[config.mk]
export PLATFORM = sky130hd
export DESIGN_NAME = hp_power_seq
export DESIGN_NICKNAME = d
export VERILOG_FILES = /design/src/rtl/hp_seq_pkg.sv /design/src/rtl/hp_seq_ctrl.sv /design/src/rtl/hp_seq_dpath.sv /design/src/rtl/hp_power_seq.sv
export SDC_FILE = /design/constraint.sdc
export NUM_CORES = 1
export LEC_CHECK = 0
export BUFFER_PORTS_ARGS = -buffer_cell sky130_fd_sc_hd__buf_2
export CAP_MARGIN = 20
export CORE_MARGIN = 3
export CORE_UTILIZATION = 52
export DETAILED_ROUTE_END_ITERATION = 16
export GPL_TIMING_DRIVEN = 0
export PLACE_DENSITY = 0.73
export SYNTH_ARGS = -nofsm -noshare
export SYNTH_HDL_FRONTEND = slang
export SYNTH_SLANG_ARGS = --single-unit
export TNS_END_PERCENT = 50
[constraint.sdc]
create_clock -name clk -period 2 [get_ports clk]
set_input_delay 0.4 -clock clk [delete_from_list [all_inputs] [get_ports clk]]
set_output_delay 0.4 -clock clk [all_outputs]
set_load 0.02 [all_outputs]
[src/rtl/hp_seq_pkg.sv]
package hp_seq_pkg;

  // Step counter covering both write lists.
  localparam int STEP_W = 4;

  // Step positions the control decodes. Power-up occupies steps 0..9 and
  // power-down occupies steps 10..15.
  localparam logic [STEP_W-1:0] STEP_RATE     = 4'd0;
  localparam logic [STEP_W-1:0] STEP_DAC_ON   = 4'd7;
  localparam logic [STEP_W-1:0] STEP_RAMP_ON  = 4'd9;
  localparam logic [STEP_W-1:0] STEP_RAMP_OFF = 4'd10;
  localparam logic [STEP_W-1:0] STEP_LAST     = 4'd15;

  typedef enum logic [1:0] {
    WK_LOCK,
    WK_SETTLE,
    WK_RISE,
    WK_FALL
  } waitKind_e;

  typedef enum logic [1:0] {
    SQ_IDLE,
    SQ_WRITE,
    SQ_WAIT,
    SQ_PLAY
  } seqState_e;

  // Strobes from the control to the datapath.
  typedef struct packed {
    logic      clrStep;
    logic      incStep;
    logic      jumpStop;
    logic      startWait;
    waitKind_e kind;
  } seqStrobe_t;

  typedef struct packed {
    logic [7:0] addr;
    logic [7:0] data;
  } regWrite_t;

  // Address/data issued at each step.
  function automatic regWrite_t stepWrite(input logic [STEP_W-1:0] idx);
    regWrite_t w;
    case (idx)
      4'd0:    w = '{addr: 8'h01, data: 8'hF4}; // sample rate
      4'd1:    w = '{addr: 8'h08, data: 8'hA5}; // headphone analog gain
      4'd2:    w = '{addr: 8'h18, data: 8'h0A}; // equalizer on
      4'd3:    w = '{addr: 8'h1A, data: 8'h28}; // left digital volume
      4'd4:    w = '{addr: 8'h1B, data: 8'h28}; // right digital volume
      4'd5:    w = '{addr: 8'h0B, data: 8'h01}; // left DAC-to-headphone path
      4'd6:    w = '{addr: 8'h0C, data: 8'h01}; // right DAC-to-headphone path
      4'd7:    w = '{addr: 8'h00, data: 8'hC1}; // DAC power-up
      4'd8:    w = '{addr: 8'h10, data: 8'h63}; // amplifiers on
      4'd9:    w = '{addr: 8'h10, data: 8'h67}; // common-voltage ramp up
      4'd10:   w = '{addr: 8'h10, data: 8'h63}; // common-voltage ramp down
      4'd11:   w = '{addr: 8'h10, data: 8'h00}; // amplifiers off
      4'd12:   w = '{addr: 8'h00, data: 8'h01}; // DAC power-down
      4'd13:   w = '{addr: 8'h18, data: 8'h02}; // equalizer off
      4'd14:   w = '{addr: 8'h0B, data: 8'h00}; // left path off
      default: w = '{addr: 8'h0C, data: 8'h00}; // right path off
    endcase
    return w;
  endfunction

endpackage

[src/rtl/hp_seq_ctrl.sv]
module hp_seq_ctrl
  import hp_seq_pkg::*;
#(
  parameter bit PLL_MODE = 1'b1
) (
  input  logic              clk,
  input  logic              rst,
  input  logic              startCmd,
  input  logic              stopCmd,
  input  logic              wrAck,
  input  logic [STEP_W-1:0] stepIdx,
  input  logic              waitDone,
  output seqStrobe_t        strobe,
  output logic              wrReq,
  output logic              busy,
  output logic              playing,
  output logic              idle
);

  seqState_e stateQ, stateD;
  waitKind_e kindQ, kindD;
  logic      lockHere;

  // The lock wait follows the sample-rate write only in PLL mode.
  generate
    if (PLL_MODE) begin : g_lock
      assign lockHere = (stepIdx == STEP_RATE);
    end else begin : g_nolock
      assign lockHere = 1'b0;
    end
  endgenerate

  always_comb begin
    strobe = '0;
    stateD = stateQ;
    kindD  = kindQ;
    case (stateQ)
      SQ_IDLE: begin
        if (startCmd) begin
          strobe.clrStep = 1'b1;
          stateD         = SQ_WRITE;
        end
      end
      SQ_WRITE: begin
        if (wrAck) begin
          if (lockHere) begin
            strobe.startWait = 1'b1;
            strobe.kind      = WK_LOCK;
          end else if (stepIdx == STEP_DAC_ON) begin
            strobe.startWait = 1'b1;
            strobe.kind      = WK_SETTLE;
          end else if (stepIdx == STEP_RAMP_ON) begin
            strobe.startWait = 1'b1;
            strobe.kind      = WK_RISE;
          end else if (stepIdx == STEP_RAMP_OFF) begin
            strobe.startWait = 1'b1;
            strobe.kind      = WK_FALL;
          end else if (stepIdx == STEP_LAST) begin
            stateD = SQ_IDLE;
          end else begin
            strobe.incStep = 1'b1;
          end
          if (strobe.startWait) begin
            stateD = SQ_WAIT;
            kindD  = strobe.kind;
          end
        end
      end
      SQ_WAIT: begin
        // Only the rise wait may be cut short; the fall wait always runs out.
        if (kindQ == WK_RISE && stopCmd) begin
          strobe.jumpStop = 1'b1;
          stateD          = SQ_WRITE;
        end else if (waitDone) begin
          if (kindQ == WK_RISE) begin
            stateD = SQ_PLAY;
          end else begin
            strobe.incStep = 1'b1;
            stateD         = SQ_WRITE;
          end
        end
      end
      default: begin
        if (stopCmd) begin
          strobe.jumpStop = 1'b1;
          stateD          = SQ_WRITE;
        end
      end
    endcase
  end

  always_ff @(posedge clk) begin
    if (rst) begin
      stateQ <= SQ_IDLE;
      kindQ  <= WK_LOCK;
    end else begin
      stateQ <= stateD;
      kindQ  <= kindD;
    end
  end

  assign wrReq   = (stateQ == SQ_WRITE);
  assign busy    = (stateQ == SQ_WRITE) || (stateQ == SQ_WAIT);
  assign playing = (stateQ == SQ_PLAY);
  assign idle    = (stateQ == SQ_IDLE);

endmodule

[src/rtl/hp_seq_dpath.sv]
module hp_seq_dpath
  import hp_seq_pkg::*;
#(
  parameter int PRESCALE     = 12000,
  parameter int LOCK_TICKS   = 10,
  parameter int SETTLE_TICKS = 20,
  parameter int RISE_TICKS   = 250,
  parameter int FALL_TICKS   = 250
) (
  input  logic              clk,
  input  logic              rst,
  input  seqStrobe_t        strobe,
  output logic [STEP_W-1:0] stepIdx,
  output logic              waitDone,
  output logic [7:0]        wrAddr,
  output logic [7:0]        wrData
);

  localparam int FALL2_TICKS = 2 * FALL_TICKS;
  localparam int MAX_A       = (LOCK_TICKS > SETTLE_TICKS) ? LOCK_TICKS : SETTLE_TICKS;
  localparam int MAX_B       = (RISE_TICKS > FALL2_TICKS) ? RISE_TICKS : FALL2_TICKS;
  localparam int MAX_TICKS   = (MAX_A > MAX_B) ? MAX_A : MAX_B;
  localparam int CNT_W       = $clog2(MAX_TICKS + 1) + 1;

  logic [STEP_W-1:0] stepQ;
  logic [CNT_W-1:0]  tgtQ;
  logic [CNT_W-1:0]  cntQ;
  logic              tick;
  regWrite_t         curWrite;

  // Step pointer.
  always_ff @(posedge clk) begin
    if (rst || strobe.clrStep) begin
      stepQ <= '0;
    end else if (strobe.jumpStop) begin
      stepQ <= STEP_RAMP_OFF;
    end else if (strobe.incStep) begin
      stepQ <= stepQ + 1'b1;
    end
  end

  assign stepIdx  = stepQ;
  assign curWrite = stepWrite(stepQ);
  assign wrAddr   = curWrite.addr;
  assign wrData   = curWrite.data;

  // Prescaler: restarts with each wait so every wait has an exact length.
  generate
    if (PRESCALE > 1) begin : g_pre
      localparam int PRE_W = $clog2(PRESCALE);
      logic [PRE_W-1:0] preQ;
      assign tick = (preQ == PRE_W'(PRESCALE - 1));
      always_ff @(posedge clk) begin
        if (rst || strobe.startWait || tick) begin
          preQ <= '0;
        end else begin
          preQ <= preQ + 1'b1;
        end
      end
    end else begin : g_nopre
      assign tick = 1'b1;
    end
  endgenerate

  // Wait length is latched when the wait starts.
  always_ff @(posedge clk) begin
    if (rst) begin
      tgtQ <= '0;
    end else if (strobe.startWait) begin
      case (strobe.kind)
        WK_LOCK:   tgtQ <= CNT_W'(LOCK_TICKS);
        WK_SETTLE: tgtQ <= CNT_W'(SETTLE_TICKS);
        WK_RISE:   tgtQ <= CNT_W'(RISE_TICKS);
        default:   tgtQ <= CNT_W'(FALL2_TICKS);
      endcase
    end
  end

  // Tick counter; stops once it reaches the target.
  always_ff @(posedge clk) begin
    if (rst || strobe.startWait) begin
      cntQ <= '0;
    end else if (tick && !waitDone) begin
      cntQ <= cntQ + 1'b1;
    end
  end

  assign waitDone = (cntQ == tgtQ);

endmodule

[src/rtl/hp_power_seq.sv]
module hp_power_seq
  import hp_seq_pkg::*;
#(
  parameter bit PLL_MODE     = 1'b1,
  parameter int PRESCALE     = 12000,
  parameter int LOCK_TICKS   = 10,
  parameter int SETTLE_TICKS = 20,
  parameter int RISE_TICKS   = 250,
  parameter int FALL_TICKS   = 250
) (
  input  logic       clk,
  input  logic       rst,
  input  logic       startCmd,
  input  logic       stopCmd,
  output logic       wrReq,
  output logic [7:0] wrAddr,
  output logic [7:0] wrData,
  input  logic       wrAck,
  output logic       busy,
  output logic       playing,
  output logic       idle
);

  seqStrobe_t        strobe;
  logic [STEP_W-1:0] stepIdx;
  logic              waitDone;

  hp_seq_ctrl #(
    .PLL_MODE(PLL_MODE)
  ) ctrl_i (
    .clk      (clk),
    .rst      (rst),
    .startCmd (startCmd),
    .stopCmd  (stopCmd),
    .wrAck    (wrAck),
    .stepIdx  (stepIdx),
    .waitDone (waitDone),
    .strobe   (strobe),
    .wrReq    (wrReq),
    .busy     (busy),
    .playing  (playing),
    .idle     (idle)
  );

  hp_seq_dpath #(
    .PRESCALE     (PRESCALE),
    .LOCK_TICKS   (LOCK_TICKS),
    .SETTLE_TICKS (SETTLE_TICKS),
    .RISE_TICKS   (RISE_TICKS),
    .FALL_TICKS   (FALL_TICKS)
  ) dpath_i (
    .clk      (clk),
    .rst      (rst),
    .strobe   (strobe),
    .stepIdx  (stepIdx),
    .waitDone (waitDone),
    .wrAddr   (wrAddr),
    .wrData   (wrData)
  );

endmodule

==> impl_metrics.py <==
metrics = {
    "status": {
        "status": "complete, no violations",
    },
    "clock_tree": {
        "clock_latency_ps": 280,
        "cts_tree": "done",
        "cts_max_path_buffers": 2,
        "cts.reportedPaths.clkPinSlew_ps": 70,
        "cts_root_buffer": "clkbuf_8",
        "htree_num_levels": 2,
        "numCtsBuffers": 5,
        "cts_hold_buf": 0,
        "clock-sinks": 37,
    },
    "floorplanning": {
        "num_rows": 22,
        "core_area_sq_um": 3850,
        "die_area_sq_um": 5010,
        "initial_utilization_pct": 56.7,
        "ios": 25,
        "fp.dieW_um": 70.8,
        "die-height_um": 70.8,
    },
    "route": {
        "firstDrtPassIters": 4,
        "drc_errors": 0,
        "antenna_left": 0,
        "routed_wl_um": 5140,
        "vias": 2069,
        "detail_route.wl_per_cell_um": 14.1,
        "vias_per_cell": 5.68,
        "drtIter0Drc": 152,
    },
    "sta": {
        "skew_ps": 4.00,
        "rsz0062_at_grt": "true",
        "slew_viol_final": 0,
        "final_hold_viol_count": 0,
        "finalSetupViolCount": 0,
        "post-route-period-util_pct": 99.5,
        "timing.setup.tns_ps": 0,
        "period_needed_ps": 1990,
        "setup_ws_ps": 9.92,
        "fmaxAchievable_mhz": 502,
    },
    "yosys": {
        "syn_area_sq_um": 2180,
        "synth-edff-count": 0,
        "async_flop_share_pct": 0,
        "ys_ff_latch": 37,
        "synth_top_family_by_area": "simple AND/OR/NAND/NOR gates",
        "ys_warn_count": 0,
        "syn_inst": 273,
        "synth_top_area_share_pct": 33.9,
        "muxShareOfSynthArea_pct": 2.75,
        "synth_common_cells": "37 x dfxtp_1, 29 x nor2_1, 22 x a21oi_1",
        "synthFlopType": "dfxtp_1",
        "yosys-top-cells-area": "dfxtp_1 34%, ha_1 7.4%, a21oi_1 5.0%, nor2_1 5.0%, o21ai_0 3.7%",
        "synthSimpleGateAreaFrac_pct": 25.5,
        "synthAdderAreaFrac_pct": 7.45,
        "ys_seq_area_share_pct": 33.9,
        "syn_area_per_cell_sq_um": 8.00,
        "synth_xor_area_share_pct": 6.41,
        "synth-compound-area-share_pct": 17.9,
        "yosys.cell_types.count": 51,
        "synth.largest_area_cell": "dfxtp_1",
        "synth.most_common_cell": "dfxtp_1",
    },
    "cells_and_area": {
        "drive_gt1_share_pct": 28.5,
        "fin_nets": 335,
        "fillCellCount": 306,
        "multi_input_area_sq_um": 1440,
        "seq_area_sq_um": 754,
        "antenna_cells": 0,
        "final_util_pct": 70.7,
        "area_delta_synth_final_pct": 24.7,
    },
    "critical_path": {
        "crit_family": "flip-flops",
        "ff2ff_setup_slack_ps": 80,
        "cp_max_fo": 5,
        "arrival_ps": 1590,
        "ff2ff_path_depth": 10,
        "slowest_stage": "dfxtp_4",
        "r2r-end": "dpath_i.tgtQ[4]$_SDFFE_PP0P_",
        "path_buf_inv": 3,
        "crit_chain": "buf_8 -> inv_4 -> ha_4 -> mux2i_2 -> nor2b_4 -> a31o_2 -> buf_6",
        "rr_startpoint": "dpath_i.stepIdx[0]$_SDFFE_PP0P_",
        "crit_path_max_incr_delay_ps": 370,
        "endpoint_kind": "output port",
        "path_class": "register to output port",
        "required_ps": 1600,
        "start_kind": "register",
    },
    "job": {
        "maxCapViolCount": 0,
    },
    "placed_design": {
        "gp_congestion": 0.796,
        "dp_hpwl_um": 3290,
        "io_buffers": 20,
        "dpl_worst_slack_ps": -345,
    },
    "min_path": {
        "min_path_type": "input port to register",
        "holdPathStages": 4,
        "hp-start": "startCmd",
        "whs_endpoint": "dpath_i.stepIdx[1]$_SDFFE_PP0P_",
    },
    "power": {
        "power_mw": 1.80,
        "p_leak_nw": 1.14,
        "peakVddDrop_uv": 609,
        "power.density_nw_per_um2": 660,
    },
    "global_routing": {
        "grtUsageTotal_pct": 18.8,
        "antenna_found_initial": 0,
        "grt_pass1_wl_um": 7780,
        "grt_overflow": 0,
        "grt_max_degree": 11,
        "grt_pass1_vias": 1749,
    },
}
[per-stage QoR]
| step | hold slack, ps | instance area (sq um) | cells |
|---|---|---|---|
| 6_report | 424 | 2730 | 364 |
| 5_1_grt | 444 | 2730 | 364 |
| 4_1_cts | 417 | 2560 | 354 |
| 3_5_place_dp | 452 | 2370 | 343 |
| 3_3_place_gp | 446 | 2370 | 343 |
| 2_1_floorplan | 430 | 2210 | 275 |
[cells in the final DEF, fill, tap and decap left out, types with 4 or more instances in the layout]
master,Yosys,layout
a21oi_1,22,21
and3_1,8,8
buf_2,4,19
buf_4,3,20
clkbuf_4,0,4
clkbuf_8,0,5
dfxtp_1,37,28
dfxtp_2,0,8
ha_1,13,7
ha_4,0,4
inv_1,14,12
mux2i_1,6,4
nand2_1,21,21
nand3_1,14,13
nor2_1,29,28
nor3_1,4,4
o21ai_0,16,13
or3_1,6,6
xnor2_1,9,8
xor2_1,7,7
[where the power goes]
group | switching [mW] | internal, mW
registers | 0.0455 | 0.782
clock network | 0.242 | 0.229
logic | 0.274 | 0.227
[state kept, by name, indices dropped and copies added, names as in the netlist]
register            cells
dpath_i.cntQ           10
dpath_i.stepIdx         4
ctrl_i.stateQ           2
dpath_i.tgtQ            5
dpath_i.g_pre.preQ     14
ctrl_i.kindQ            2
[logic make-up after synthesis]
logic type,after synthesis
flops,37
simple gates,107
buf+inv,30
compound gates,63
fa+ha+maj,13
other cells,1
mux,6
xor+xnor,16
[final cells by class]
type | instances | share of cell area [%]
plain buffers | 15 | 4.41
clock buffers | 5 | 2.53
clock inverters | 1 | 0.184
inverters | 14 | 2.02
multi-input cells | 208 | 52.7
flip-flops and latches | 37 | 27.7
well taps | 48 | 2.20
repair buffers | 36 | 8.31
[worst min-delay path: stages]
cell and delay (ps):
buf_2 90, a21oi_1 90, inv_1 60, a31oi_1 30
[worst max-delay path by stage]
stage | end | depth (start not counted) | slack [ps] | startpoint
floorplan | dpath_i.cntQ[7]$_SDFFE_PP0P_ | 10 | 10 | dpath_i.stepIdx[0]$_SDFFE_PP0P_
global placement | dpath_i.cntQ[3]$_SDFFE_PP0P_ | 10 | -280 | dpath_i.stepIdx[1]$_SDFFE_PP0P_
detailed placement | dpath_i.g_pre.preQ[5]$_SDFF_PP0_ | 9 | -350 | dpath_i.stepIdx[1]$_SDFFE_PP0P_
CTS | wrAddr[3] | 7 | -5 | dpath_i.stepIdx[1]$_SDFFE_PP0P_
global route | wrAddr[3] | 7 | -40 | dpath_i.stepIdx[0]$_SDFFE_PP0P_
finish | wrAddr[3] | 7 | 10 | dpath_i.stepIdx[0]$_SDFFE_PP0P_
[per-layer routing]
layer	global-route usage, %	wire length (um)
met1	25.5	2390
met2	30.1	2420
met3	3.84	297
met4	5.85	25
met5	0	0
[timing repair]
| item | 4_1_cts | 5_1_grt |
|---|---|---|
| endpoints found under the setup margin | 34 | 37 |
| gates cloned | 0 | 1 |
| endpoints found under the hold margin | 0 | 0 |
| buffers inserted | 6 | 9 |
| pin swaps | 2 | 6 |
| resized for setup | 26 | 34 |
No activity file was read; power rests on OpenSTA's default activity.
